### src/rtl/seg_pkg.sv
package seg_pkg;
  localparam int SEG_W  = 16;
  localparam int OFF_W  = 16;
  localparam int SHIFT  = 4;
  localparam int ADDR_W = SEG_W + SHIFT;
  localparam int NSEG   = 4;
  localparam int SEL_W  = $clog2(NSEG);

  typedef enum logic [1:0] {
    KIND_CODE  = 2'd0,
    KIND_DATA  = 2'd1,
    KIND_STACK = 2'd2,
    KIND_RSVD  = 2'd3
  } acc_kind_e;

  typedef enum logic [SEL_W-1:0] {
    SEG_CODE  = 2'd0,
    SEG_DATA  = 2'd1,
    SEG_STACK = 2'd2,
    SEG_EXTRA = 2'd3
  } seg_idx_e;
endpackage

### src/rtl/seg_regfile.sv
module seg_regfile
  import seg_pkg::*;
#(
  parameter int W = SEG_W,
  parameter int N = NSEG,
  localparam int SW = $clog2(N)
) (
  input  logic              clk,
  input  logic              rst_n,
  input  logic              wr_en,
  input  logic [SW-1:0]     wr_sel,
  input  logic [W-1:0]      wr_data,
  output logic [N-1:0][W-1:0] seg_q
);
  for (genvar i = 0; i < N; i++) begin : g_seg
    logic         ld;
    logic [W-1:0] nxt;

    always_comb begin
      ld  = wr_en && (wr_sel == SW'(i));
      nxt = ld ? wr_data : seg_q[i];
    end

    always_ff @(posedge clk or negedge rst_n) begin
      if (!rst_n) seg_q[i] <= '0;
      else if (ld) seg_q[i] <= nxt;
    end

    // a write lands in the addressed register on the next edge
    p_write_lands_r11: assert property (@(posedge clk) disable iff (!rst_n)
      (wr_en && wr_sel == SW'(i)) |=> (seg_q[i] == $past(wr_data)));
    // untouched registers keep their value
    p_hold_other_r10: assert property (@(posedge clk) disable iff (!rst_n)
      !(wr_en && wr_sel == SW'(i)) |=> $stable(seg_q[i]));
  end
endmodule

### src/rtl/seg_select.sv
module seg_select
  import seg_pkg::*;
#(
  parameter int W = SEG_W,
  parameter int N = NSEG,
  localparam int SW = $clog2(N)
) (
  input  logic [N-1:0][W-1:0] seg_q,
  input  logic [1:0]          req_kind,
  input  logic                ovr_en,
  input  logic [SW-1:0]       ovr_sel,
  output logic [W-1:0]        seg_out
);
  logic [SW-1:0] dflt_idx;
  logic [SW-1:0] eff_idx;

  always_comb begin
    unique case (acc_kind_e'(req_kind))
      KIND_DATA:  dflt_idx = SW'(SEG_DATA);
      KIND_STACK: dflt_idx = SW'(SEG_STACK);
      default:    dflt_idx = SW'(SEG_CODE);
    endcase
    eff_idx = (acc_kind_e'(req_kind) == KIND_DATA && ovr_en) ? ovr_sel : dflt_idx;
    seg_out = seg_q[eff_idx];
  end

  // override never reroutes a non-data access
  always_comb begin
    if (acc_kind_e'(req_kind) != KIND_DATA)
      a_no_ovr_r8: assert (eff_idx != SW'(SEG_EXTRA));
  end
endmodule

### src/rtl/seg_adder.sv
module seg_adder
  import seg_pkg::*;
#(
  parameter int SW_  = SEG_W,
  parameter int OW   = OFF_W,
  parameter int SH   = SHIFT,
  localparam int AW  = SW_ + SH
) (
  input  logic          clk,
  input  logic          rst_n,
  input  logic          req_valid,
  input  logic [SW_-1:0] seg_in,
  input  logic [OW-1:0] off_in,
  output logic          addr_valid,
  output logic [AW-1:0] addr_out
);
  logic [AW-1:0] base_w;
  logic [AW-1:0] off_w;
  logic [AW-1:0] sum_nxt;

  always_comb begin
    base_w  = {seg_in, {SH{1'b0}}};
    off_w   = AW'(off_in);
    sum_nxt = base_w + off_w;  // carry past the top bit is dropped
  end

  always_ff @(posedge clk or negedge rst_n) begin
    if (!rst_n) begin
      addr_valid <= 1'b0;
      addr_out   <= '0;
    end else begin
      addr_valid <= req_valid;
      if (req_valid) addr_out <= sum_nxt;
    end
  end

  p_valid_follows_r3: assert property (@(posedge clk) disable iff (!rst_n)
    req_valid |=> addr_valid);
  p_idle_holds_r3: assert property (@(posedge clk) disable iff (!rst_n)
    !req_valid |=> (!addr_valid && $stable(addr_out)));
  // the low offset nibble passes through untouched by the shifted base
  p_low_nibble_r9: assert property (@(posedge clk) disable iff (!rst_n)
    req_valid |=> (addr_out[SH-1:0] == $past(off_in[SH-1:0])));
endmodule

### src/rtl/seg_addr_gen.sv
module seg_addr_gen
  import seg_pkg::*;
(
  input  logic        clk,
  input  logic        rst_n,
  input  logic        wr_en,
  input  logic [1:0]  wr_sel,
  input  logic [15:0] wr_data,
  input  logic        req_valid,
  input  logic [1:0]  req_kind,
  input  logic        ovr_en,
  input  logic [1:0]  ovr_sel,
  input  logic [15:0] req_offset,
  output logic        addr_valid,
  output logic [19:0] addr_out
);
  logic [NSEG-1:0][SEG_W-1:0] seg_q;
  logic [SEG_W-1:0]           seg_pick;

  seg_regfile #(.W(SEG_W), .N(NSEG)) u_regs (
    .clk     (clk),
    .rst_n   (rst_n),
    .wr_en   (wr_en),
    .wr_sel  (wr_sel),
    .wr_data (wr_data),
    .seg_q   (seg_q)
  );

  seg_select #(.W(SEG_W), .N(NSEG)) u_sel (
    .seg_q    (seg_q),
    .req_kind (req_kind),
    .ovr_en   (ovr_en),
    .ovr_sel  (ovr_sel),
    .seg_out  (seg_pick)
  );

  seg_adder #(.SW_(SEG_W), .OW(OFF_W), .SH(SHIFT)) u_add (
    .clk        (clk),
    .rst_n      (rst_n),
    .req_valid  (req_valid),
    .seg_in     (seg_pick),
    .off_in     (req_offset),
    .addr_valid (addr_valid),
    .addr_out   (addr_out)
  );

  // code fetch address built from the code register regardless of override
  p_code_path_r4: assert property (@(posedge clk) disable iff (!rst_n)
    (req_valid && req_kind == 2'd0) |=>
      (addr_out == ADDR_W'({$past(seg_q[0]), 4'h0} + ADDR_W'($past(req_offset)))));
  // stack address built from the stack register
  p_stack_path_r6: assert property (@(posedge clk) disable iff (!rst_n)
    (req_valid && req_kind == 2'd2) |=>
      (addr_out == ADDR_W'({$past(seg_q[2]), 4'h0} + ADDR_W'($past(req_offset)))));
  // plain data address built from the data register
  p_data_path_r5: assert property (@(posedge clk) disable iff (!rst_n)
    (req_valid && req_kind == 2'd1 && !ovr_en) |=>
      (addr_out == ADDR_W'({$past(seg_q[1]), 4'h0} + ADDR_W'($past(req_offset)))));
endmodule

### config.mk
export PLATFORM = sky130hd
export DESIGN_NAME = seg_addr_gen
export DESIGN_NICKNAME = d
export VERILOG_FILES = /design/src/rtl/seg_pkg.sv /design/src/rtl/seg_regfile.sv /design/src/rtl/seg_select.sv /design/src/rtl/seg_adder.sv /design/src/rtl/seg_addr_gen.sv
export SDC_FILE = /design/constraint.sdc
export NUM_CORES = 1
export LEC_CHECK = 0
export BUFFER_PORTS_ARGS = -buffer_cell sky130_fd_sc_hd__buf_2
export CAP_MARGIN = 10
export CELL_PAD_IN_SITES_DETAIL_PLACEMENT = 1
export CELL_PAD_IN_SITES_GLOBAL_PLACEMENT = 2
export CORE_MARGIN = 8
export CORE_UTILIZATION = 25
export CTS_CLUSTER_DIAMETER = 80
export DETAILED_ROUTE_END_ITERATION = 10
export PLACE_DENSITY = 0.58
export SLEW_MARGIN = 20
export SYNTH_ARGS = -nofsm -noshare
export SYNTH_HDL_FRONTEND = slang
export SYNTH_HIERARCHICAL = 1
export SYNTH_SLANG_ARGS = --single-unit
### constraint.sdc
create_clock -name clk -period 3.3 [get_ports clk]
set_clock_uncertainty 0.05 [all_clocks]
set_input_delay 0.66 -clock clk [delete_from_list [all_inputs] [get_ports clk]]
set_output_delay 0.66 -clock clk [all_outputs]
set_load 0.01 [all_outputs]
Word level (Yosys, flattened, before mapping)
Cells that the tools add are included.

operators by class
  add/subtract/negate cells = 1
  multipliers = 0
  divide/modulo/power cells = 0
  $lt $le $gt $ge = 1
  equal/unequal tests = 5
  shift-type cells = 0
  muxes and demuxes = 4
  bitwise gates (word level) = 0
  reductions and logical operators = 6

operators with widths
  cell                  count
  $bmux W16 S2          1
  $add A20 B16 Y20      1
  $mux W16              1
  $eq A2 B2 Y1 const B  3
  $logic_and A1 B1 Y1   5
  $eq A2 B1 Y1 const B  2
  $pmux W2 S2           1
  $lt A2 B3 Y1 const B  1
  $logic_not A2 Y1      1
  $mux W2               1

storage, ports and cells
  bits in registers = 85
  latch bits = 0
  bits in writable memories = 0
  memory bits (read-only) = 0
  bits of input ports = 43
  output and inout port bits = 21
  word-level logic and storage cells = 23
  memories = 0

Logic depth before layout (Yosys ltp)
Gate-level depths: netlist of run 1.

  depth after elaboration = 6
  mapped depth = 12
  depth with buffers taken out = 11

Cells and area by module
Netlist of run 1, hierarchy kept.

modules (own cells, without submodules)
  module       times used  cells an instance  area an instance (µm²)  sequential area each (µm²)
  seg_regfile  1           136                2411.1                  1601.5
  seg_adder    1           136                1400.1                  525.5
  seg_select   1           22                 459.2                   0.0

Least setup slack after synthesis of run 1
OpenSTA, ideal clock, no wires.

  path type = input to register
  start point = input ovr_sel[0]
  end point = register u_add.addr_out[14]
  setup time = 0.125 ns
  data arrival time = 3.300 ns
  required time = 3.125 ns
  setup slack = -0.175 ns
  stages on the path = 11
  buffers on the path = 0
  path through = nand2b_1 -> nand3b_4 -> mux4_1 -> ha_1 -> fa_1 -> a211oi_2 -> o21bai_1 -> a21o_1 -> a311oi_2 -> xnor2_1 -> mux2_2

between the ends
  word-level cells in the longest chain between the ends = 4

ends and longest elaborated chain
  element                         RTL line            source
  start: declaration              seg_addr_gen.sv:12  input logic [1:0] ovr_sel,
  $mux W2                         seg_select.sv:23    eff_idx = (acc_kind_e'(req_kind) == KIND_DATA && ovr_en) ? ovr_sel : dflt_idx;
  $bmux W16 S2                    seg_select.sv:24    seg_out = seg_q[eff_idx];
  $mux W16 (not written as such)  seg_select.sv:24
  named net seg_pick[0]           seg_addr_gen.sv:18  logic [SEG_W-1:0] seg_pick;
  $add A20 B16 Y20                seg_adder.sv:24     sum_nxt = base_w + off_w;
  end signal: assignment          seg_adder.sv:33     if (req_valid) addr_out <= sum_nxt;
  end: declaration                seg_adder.sv:15     output logic [AW-1:0] addr_out

The timed path passes the listed nets, and every way through them passes these cells. The select of a mux whose other input is x is not followed.
A chain may end at the register's enable or synchronous reset.

Worst setup path after layout of run 1
  start point = input ovr_sel[0]
  end point = register u_add.addr_out[12]

Same word-level chain as after synthesis.

==> impl_metrics.ini, run 1 <==
[outcome]
status = finished, final reports clean

[power_and_ir_drop]
p_leak_uw = 0.00239
vdd_ir_drop_max_mv = 0.286
power_uw = 3560
power_density_nw_per_um2 = 660

[critical_path]
path_buf_inv = 1
crit_fanout = 6
crit_required_ns = 3.48
cpMaxStageDelayCell = mux4_2
cp_cell_sequence = buf_2 > nand2b_1 > nand3b_4 > mux4_2 > ha_2 > fa_2 > a211oi_2 > o21bai_1 > a211o_1 > a31oi_1 > xnor2_1 > mux2_2
worstSetupPathType = in -> reg
critPathArrivalTime_ns = 3.34
max_stage_delay_ns = 0.52
crit_family = compound AO/OA/AOI/OAI gates
cp-end-kind = flop
crit_path_start_kind = input port

[synth]
yosysTopAreaCellShare = 0.498
seq_area_frac_synth = 0.498
ys_seq_elements = 85
synth_edf_count = 0
syn_inst = 294
yosys_warnings = 6
avgSynthCellArea_um2 = 14.5
async_reset_ff_frac = 1.00
synth_most_common_cell = dfrtp_1
synthTopCellsByCount = dfrtp_1 (85), mux2_2 (78), ha_1 (12)
synth-main-ff-cell = dfrtp_1
synthesis.area_um2 = 4270
synth_area_leaders = dfrtp_1 (50%), mux2_2 (21%), mux4_2 (5.3%), mux4_1 (3.7%), ha_1 (3.5%)
synth.distinct_cells = 52
yosys.area.top_type = dfrtp_1
synth_nets = 350

[final_layout]
antennaDiodeCount = 0
nets = 450
syn_to_final_growth_pct = 26.3
drive_gt1_frac = 0.546
fillers = 1777

[detailed_routing]
wl_per_cell_um = 17.4
drt-pass1-iter-count = 4
drc = 0
wl_mm = 10.8
vias = 2838
drt_iter0_drc = 106
vias_per_cell = 4.58
ant_nets = 0

[floorplanning]
dieWidth_um = 147
rows = 47
core_area_um2 = 16600
initial_core_util = 0.257
die_y_um = 147
ioPinCount = 64
die_area_um2 = 21500

[placement]
gp_congestion = 0.740
dp_hpwl_mm = 8.09
port_buffers = 63

[sta]
rsz0062_at_grt = false
max_freq_mhz = 316
finalCriticalPeriod_ns = 3.16
worst_slew_pin_slew_ns = 0.790
finalCritPeriodShare = 0.958
setup_viol = 0
timing.hold.ws_ns = 0.322
drv_slew = 0
hold_violations = 0
max_slew_margin = 0.473

[clocking]
hold_buffers = 0
clock_latency_ns = 0.34
tritoncts = yes
cts_buffers = 9
post_cts_buffers = 0
clock-sinks = 85
htreeDepth = 3
cts.reportedPaths.clkPinSlew_ns = 0.06
clockRootBuffer = clkbuf_16
cts_max_path_buffers = 2

[global_route]
track_usage = 0.105
grt_pass1_vias = 3219
grt_antenna_before_repair = 1
grt_pass1_wl_mm = 17.8
globalRoute.totalOverflow = 0
grt_start_max_net_pins = 86

[flow_run]
cap_viol_max_count = 0

[hold_path]
min_path_type = in -> async
==> where the power goes <==
group	switching (µW)	internal, µW
Combinational	499	612
Sequential	116	1280
Clock	439	613
==> routing by layer <==
metal,global-route usage,up-vias,wire length (µm),part of all wire
li1,-,1320,-,-
met1,0.123,1457,4680,0.43
met2,0.179,42,5490,0.51
met3,0.0227,17,360,0.033
met4,0.0489,2,231,0.021
met5,0,-,12,0.0011
==> layout by cell type, fill, tap and decap left out, types with 7 or more instances in the layout <==
| master | instances |
|---|---|
| ha_1 | 10 |
| buf_2 | 62 |
| buf_4 | 37 |
| clkbuf_16 | 9 |
| mux2_2 | 78 |
| nand3_1 | 7 |
| a21oi_1 | 9 |
| dfrtp_1 | 85 |
| mux4_2 | 11 |
| nand2_1 | 10 |
==> what timing repair did <==
| item | CTS | global route |
|---|---|---|
| resized for setup | 2 | 1 |
| endpoints found under the setup margin | 1 | 1 |
| cloned | 0 | 0 |
==> logic make-up after synthesis <==
family,share of synthesized area
fa+ha+maj,0.0398
simple gates,0.0607
flops,0.498
compound gates,0.0630
mux,0.301
xor+xnor,0.0164
buf+inv,0.0214
==> worst reg2reg max path: cells and delay by family, from the launching register on <==
| kind | cells | cell delay (ns) |
|---|---|---|
| XOR/XNOR | 1 | 0.08 |
| AO/OA/AOI/OAI | 4 | 0.88 |
| flip-flops | 1 | 0.37 |
| adder cells (fa/ha/maj) | 2 | 0.57 |
| multiplexers | 2 | 0.72 |
==> per-stage QoR <==
stage | setup slack, ns | instances | utilization | instance area, µm² | setup TNS, ns
after floorplan | 0.0116 | 294 | - | 4270 | 0
after global placement | -0.366 | 603 | 0.305 | 5080 | -2.02
after detailed placement | -0.475 | 603 | 0.305 | 5080 | -2.21
after CTS | 0.0743 | 619 | 0.324 | 5390 | 0
after global routing | 0.00118 | 619 | 0.324 | 5390 | 0
final | 0.139 | 619 | 0.324 | 5390 | 0
==> registers in the layout, summed over array words and instances, names as in the netlist <==
name              cells
u_regs/seg_q         64
u_add/addr_out       20
u_add/addr_valid      1
==> cell type report <==
class                   count  area [µm²]  area share
flip-flops and latches     85        2130       0.394
repair buffers            101         619       0.115
clock inverters             6        68.8      0.0128
clock buffers              10         239      0.0443
well taps                 220         275      0.0510
inverters                   2        7.51     0.00139
multi-input cells         195        2060       0.381
==> worst paths after layout <==
kind	startpoint	end	slack, ns	depth (start not counted)
worst min register to register	u_add/addr_out[16]	u_add/addr_out[16]	0.44	2
worst max-delay path	ovr_sel[0]	u_add/addr_out[12]	0.14	12
min in group clk	u_add/addr_out[16]	u_add/addr_out[16]	0.44	2
worst min-delay path	rst_n	u_regs/seg_q[50]	0.32	1
worst max register to register	u_regs/seg_q[32]	u_add/addr_out[12]	0.53	9
max in group asynchronous	rst_n	u_regs/seg_q[28]	2.34	1
Note: power is estimated with default switching activity, not from simulation.
==> run 2: changes to the inputs <==
--- a/config.mk
+++ b/config.mk
@@ -5,6 +5,7 @@
 export SDC_FILE = /design/constraint.sdc
 export NUM_CORES = 1
 export LEC_CHECK = 0
+export ABC_AREA = 1
 export BUFFER_PORTS_ARGS = -buffer_cell sky130_fd_sc_hd__buf_2
 export CAP_MARGIN = 10
 export CELL_PAD_IN_SITES_DETAIL_PLACEMENT = 1
@@ -13,7 +14,7 @@
 export CORE_UTILIZATION = 25
 export CTS_CLUSTER_DIAMETER = 80
 export DETAILED_ROUTE_END_ITERATION = 10
-export PLACE_DENSITY = 0.58
+export PLACE_DENSITY = 0.68
 export SLEW_MARGIN = 20
 export SYNTH_ARGS = -nofsm -noshare
 export SYNTH_HDL_FRONTEND = slang
==> impl_metrics.ini, run 2 <==
[detailed_routing]
drt-pass1-iter-count = 4
wl_mm = 17.0
ant_nets = 0
vias = 4780
drc = 0
wl_per_cell_um = 16.3
vias_per_cell = 4.59
drt_iter0_drc = 173

[critical_path]
crit_path_start_kind = input port
crit_required_ns = 3.48
r2r_slack_ns = 1.00
r2r_end = u_add/addr_out[10]
cpMaxStageDelayCell = fa_1
worstSetupPathType = in -> reg
cp-end-kind = flop
path_buf_inv = 3
ff2ff_path_depth = 13
worstSetupPathDepth = 16
max_stage_delay_ns = 0.39
critPathArrivalTime_ns = 2.92
reg2reg_from = u_regs/seg_q[48]
cp_cell_sequence = buf_2 > inv_2 > nor2_4 > buf_4 > nand3_1 > nand3_1 > nand2_1 > ha_1 > fa_1 > nand2_1 > nand2_1 > nand3_1 > nand2_1 > or2_1 > nand3_1 > nand2_1
crit_family = simple AND/OR/NAND/NOR gates
crit_fanout = 25
path_common_cell = nand2_1

[sta]
max_slew_margin = 0.462
timing.hold.ws_ns = 0.297
rsz0062_at_grt = false
tns_ns = 0
finalCriticalPeriod_ns = 2.74
hold_violations = 0
setup_viol = 0
max_freq_mhz = 366
worst_slew_pin_slew_ns = 0.807
drv_slew = 0
finalCritPeriodShare = 0.829

[synth]
syn_inst = 712
yosys.area.top_type = dfrtp_1
seq_area_frac_synth = 0.421
yosysTopAreaCellShare = 0.421
synth_nets = 768
synthTopCellsByCount = nand2_1 (291), dfrtp_1 (85), nand3_1 (84)
synth_most_common_cell = nand2_1
ys_seq_elements = 85
synth_edf_count = 0
synth.distinct_cells = 31
yosys_warnings = 6
synthesis.area_um2 = 5060
synth-main-ff-cell = dfrtp_1
async_reset_ff_frac = 1.00
avgSynthCellArea_um2 = 7.10
synth_area_leaders = dfrtp_1 (42%), nand2_1 (22%), nand3_1 (8.3%), inv_1 (6.1%), nand4_1 (6.1%)

[clocking]
cts_buffers = 9
tritoncts = yes
hold_buffers = 0
htreeDepth = 3
post_cts_buffers = 0
clockRootBuffer = clkbuf_16
cts.reportedPaths.clkPinSlew_ns = 0.06
clock_latency_ns = 0.34
cts_resized = 0
cts_max_path_buffers = 2
clock-sinks = 85

[global_route]
grt_pass1_vias = 5047
use_met1 = 0.183
grt_pass1_wl_mm = 27.4
globalRouteMet2Util = 0.238
grt_start_max_net_pins = 46
grt_antenna_before_repair = 0
globalRoute.totalOverflow = 0
grt_util_met3 = 0.0227
track_usage = 0.141
grt.busiest_layer = met2

[floorplanning]
core_area_um2 = 20000
rows = 52
ioPinCount = 64
initial_core_util = 0.252
dieWidth_um = 158
die_y_um = 158
die_area_um2 = 25000

[placement]
gp_congestion = 0.784
dp.cells = 1026
port_buffers = 63
dp_hpwl_mm = 12.4

[power_and_ir_drop]
p_leak_uw = 0.00331
vdd_ir_drop_max_mv = 0.229
power_density_nw_per_um2 = 559

[outcome]
status = finished, final reports clean

[final_layout]
mostFrequentLayoutCells = nand2_1 (291), dfrtp_1 (85), nand3_1 (84)
syn_to_final_growth_pct = 18.0
antennaDiodeCount = 0
multi_input_area_um2 = 2410
nets = 823
instances_no_fill = 1041
fillers = 2537
finish.utilization = 0.298
register_area_um2 = 2130
largest_register = u_regs/seg_q
largestRegisters = u_regs/seg_q x64, u_add/addr_out x20, u_add/addr_valid x1
largest_register_ffs = 64
final_common_cell = nand2_1
drive_gt1_frac = 0.143

[flow_run]
cap_viol_max_count = 0

[hold_path]
min_path_type = in -> async
[run 2: logic make-up (layout without fill, tap and decap cells)]
| group | after synthesis | in the layout | share of synthesized area |
|---|---|---|---|
| AND/OR/NAND/NOR | 476 | 476 | 0.425 |
| flip-flops | 85 | 85 | 0.421 |
| AO/OA/AOI/OAI | 12 | 12 | 0.0141 |
| adder cells (fa/ha/maj) | 13 | 13 | 0.0336 |
| XOR/XNOR | 2 | 2 | 0.00346 |
| buffers and inverters | 124 | 183 | 0.103 |
[run 2: worst max path at each step]
stage / endpoint / from
floorplan: u_add/addr_out[10] / ovr_sel[0]
detailed placement: u_add/addr_out[10] / req_kind[0]
finish: u_add/addr_out[10] / req_kind[0]
CTS: u_add/addr_out[10] / req_kind[0]
global route: u_add/addr_out[18] / ovr_sel[0]
global placement: u_add/addr_out[10] / ovr_en
[run 2: cell type report]
cell class                 instances  area share
multi-input combinational        503       0.404
sequential                        85       0.356
timing repair buffer              81      0.0759
tap                              270      0.0566
inverter                          87      0.0547
clock buffer                      12      0.0413
clock inverter                     3      0.0115
[run 2: worst reg2reg max path: stages (launching register included)]
cell     delay (ns)
dfrtp_1        0.39
inv_1          0.08
nand3_1        0.09
nand3_1        0.11
nand2_1        0.06
ha_1           0.22
fa_1           0.39
nand2_1        0.12
nand2_1        0.08
nand3_1        0.07
nand2_1        0.12
or2_1          0.25
nand3_1        0.08
nand2_1        0.06
[run 2: through the flow]
step	setup WS (ns)	instance area, µm²	total power [µW]
2_1_floorplan	0.701	5060	1910
3_3_place_gp	0.374	5650	2240
3_5_place_dp	0.288	5650	2260
4_1_cts	0.580	5970	3400
5_1_grt	0.343	5970	3580
6_report	0.564	5970	3340
[run 2: report_power, final]
| group | total (µW) | internal (µW) | switching, µW |
|---|---|---|---|
| clock network | 1110 | 684 | 425 |
| logic | 905 | 323 | 582 |
| registers | 1320 | 1230 | 98.0 |
| total | 3340 | 2230 | 1110 |
[run 2: routing by layer]
| metal | vias to the layer above | routed length, µm |
|---|---|---|
| li1 | 2376 | - |
| met1 | 2328 | 8130 |
| met2 | 64 | 8050 |
| met3 | 12 | 609 |
| met4 | 0 | 179 |
| met5 | - | 0 |
==> run 3: changes to the inputs <==
--- a/config.mk
+++ b/config.mk
@@ -5,7 +5,7 @@
 export SDC_FILE = /design/constraint.sdc
 export NUM_CORES = 1
 export LEC_CHECK = 0
-export ABC_AREA = 1
+export ABC_AREA = 0
 export BUFFER_PORTS_ARGS = -buffer_cell sky130_fd_sc_hd__buf_2
 export CAP_MARGIN = 10
 export CELL_PAD_IN_SITES_DETAIL_PLACEMENT = 1
@@ -14,7 +14,7 @@
 export CORE_UTILIZATION = 25
 export CTS_CLUSTER_DIAMETER = 80
 export DETAILED_ROUTE_END_ITERATION = 10
-export PLACE_DENSITY = 0.68
+export PLACE_DENSITY = 0.6
 export SLEW_MARGIN = 20
 export SYNTH_ARGS = -nofsm -noshare
 export SYNTH_HDL_FRONTEND = slang
==> constraint.sdc (replaced) <==
create_clock -name clk -period 2.4 [get_ports clk]
set_clock_uncertainty 0.05 [all_clocks]
set_input_delay 0.48 -clock clk [delete_from_list [all_inputs] [get_ports clk]]
set_output_delay 0.48 -clock clk [all_outputs]
set_load 0.01 [all_outputs]
==> impl_metrics.ini, run 3 (same netlist as run 1, synthesis figures left out) <==
[outcome]
status = finished with violations
violations = setup timing

[sta]
hold_violations = 0
finalCritPeriodShare = 1.23
max_freq_mhz = 337
drv_slew = 0
rsz0062_at_grt = true
max_slew_margin = 0.602
finalCriticalPeriod_ns = 2.96
setup_viol = 12
worst_slew_pin_slew_ns = 0.593
timing.final.ws_setup_ns = -0.563

[detailed_routing]
drc = 0
vias = 2980
drt_iter0_drc = 80
ant_nets = 0
vias_per_cell = 4.64
wl_per_cell_um = 17.7
drt-pass1-iter-count = 4
wl_mm = 11.4

[global_route]
grt_pass1_wl_mm = 18.8
grt_antenna_before_repair = 1
globalRouteMet2Util = 0.189
grt_util_met3 = 0.0292
globalRoute.totalOverflow = 0
track_usage = 0.111
grt_start_max_net_pins = 66
use_met1 = 0.130
grt_pass1_vias = 3419
grt.busiest_layer = met2

[final_layout]
multi_input_area_um2 = 2380
largest_register = u_regs/seg_q
instances_no_fill = 642
final_common_cell = dfrtp_1
mostFrequentLayoutCells = dfrtp_1 (85), mux2_2 (72), buf_2 (60)
antennaDiodeCount = 0
nets = 473
largest_register_ffs = 64
largestRegisters = u_regs/seg_q x64, u_add/addr_out x20, u_add/addr_valid x1
final_area_um2 = 5970
drive_gt1_frac = 0.654
finish.utilization = 0.359
register_area_um2 = 2130
syn_to_final_growth_pct = 39.8
fillers = 1735

[clocking]
cts_buffers = 9
cts_max_path_buffers = 2
cts.reportedPaths.clkPinSlew_ns = 0.07
clock-sinks = 85
clockRootBuffer = clkbuf_16
clock_latency_ns = 0.34
tritoncts = yes
htreeDepth = 3

[flow_run]
cap_viol_max_count = 0

[placement]
dp.cells = 610
dp_hpwl_mm = 8.16
port_buffers = 63
gp_congestion = 0.722
place_area_um2 = 5220

[floorplanning]
initial_core_util = 0.257
die_y_um = 147
die_area_um2 = 21500
ioPinCount = 64
rows = 47
core_area_um2 = 16600
dieWidth_um = 147

[hold_path]
whs_path_depth = 2
min_path_type = in -> reg
hold_end = u_add/addr_out[0]
hp-start = req_offset[0]

[power_and_ir_drop]
p_leak_uw = 0.00259
power_density_nw_per_um2 = 898
vdd_ir_drop_max_mv = 0.372
power_uw = 5360

[critical_path]
crit_required_ns = 2.57
r2r_slack_ns = -0.42
critPathArrivalTime_ns = 3.14
cp-end-kind = flop
reg2reg_from = u_regs/seg_q[32]
crit_path_start_kind = input port
crit_fanout = 3
r2r_end = u_add/addr_out[12]
ff2ff_path_depth = 9
worstSetupPathType = in -> reg
run 3: changes by cell type in the layout (fill, tap and decap cells not counted), moves of 15 or more:
| cell | before | now |
|---|---|---|
| nand4_1 | 49 | 1 |
| mux4_2 | 0 | 15 |
| nand3b_1 | 18 | 0 |
| inv_1 | 82 | 2 |
| nand3_1 | 84 | 3 |
| nand2_1 | 291 | 8 |
| buf_4 | 19 | 46 |
| mux2_2 | 0 | 72 |
run 3: area by class of cell:
type,count,area share
multi-input combinational,195,0.398
sequential,85,0.356
timing repair buffer,124,0.147
tap,220,0.0461
clock buffer,9,0.0377
clock inverter,7,0.0132
inverter,2,0.00126
run 3: worst max-delay path: stages:
cell and delay [ns]:
buf_6 0.09, nand2b_4 0.13, nand3b_4 0.11, mux4_2 0.54
ha_4 0.19, fa_2 0.36, a211oi_2 0.23, o21bai_1 0.13
a211o_1 0.27, a31oi_1 0.21, xnor2_1 0.13, mux2_4 0.27
run 3: per-layer routing:
layer,vias up,part of all wire,routed length (µm)
met2,46,0.51,5760
met3,15,0.042,476
li1,1360,-,-
met1,1557,0.43,4880
met4,2,0.019,215
met5,-,0.0011,13
run 3: worst max path at each step:
stage | slack, ns | cells past startpoint | startpoint | end
after floorplan | -0.65 | 11 | ovr_sel[0] | u_add/addr_out[12]
after global placement | -0.89 | 11 | ovr_sel[0] | u_add/addr_out[19]
after detailed placement | -0.95 | 12 | ovr_sel[0] | u_add/addr_out[12]
after CTS | -0.55 | 12 | ovr_sel[0] | u_add/addr_out[12]
after global routing | -0.63 | 12 | ovr_sel[0] | u_add/addr_out[14]
final | -0.56 | 12 | ovr_sel[0] | u_add/addr_out[12]
run 3: metrics by stage:
| step | setup TNS [ns] | hold WS [ns] | setup slack (ns) |
|---|---|---|---|
| 5_1_grt | -5.58 | 0.316 | -0.634 |
| 4_1_cts | -4.69 | 0.305 | -0.554 |
| 3_3_place_gp | -10.14 | 0.354 | -0.893 |
| 6_report | -4.50 | 0.321 | -0.563 |
| 2_1_floorplan | -5.13 | 0.134 | -0.653 |
| 3_5_place_dp | -10.67 | 0.356 | -0.950 |
run 3: where the power goes:
group / internal [µW] / switching [µW] / total [µW]
sequential: 1760 / 168 / 1930
clock: 820 / 612 / 1430
combinational: 1120 / 874 / 2000
run 3: repair_timing:
item                       4_1_cts  5_1_grt
buffers inserted                15        3
resized for setup               60       10
hold buffers                     1        0
setup endpoints to repair       12       13
pin swaps                       24       13
hold endpoints to repair        20        0
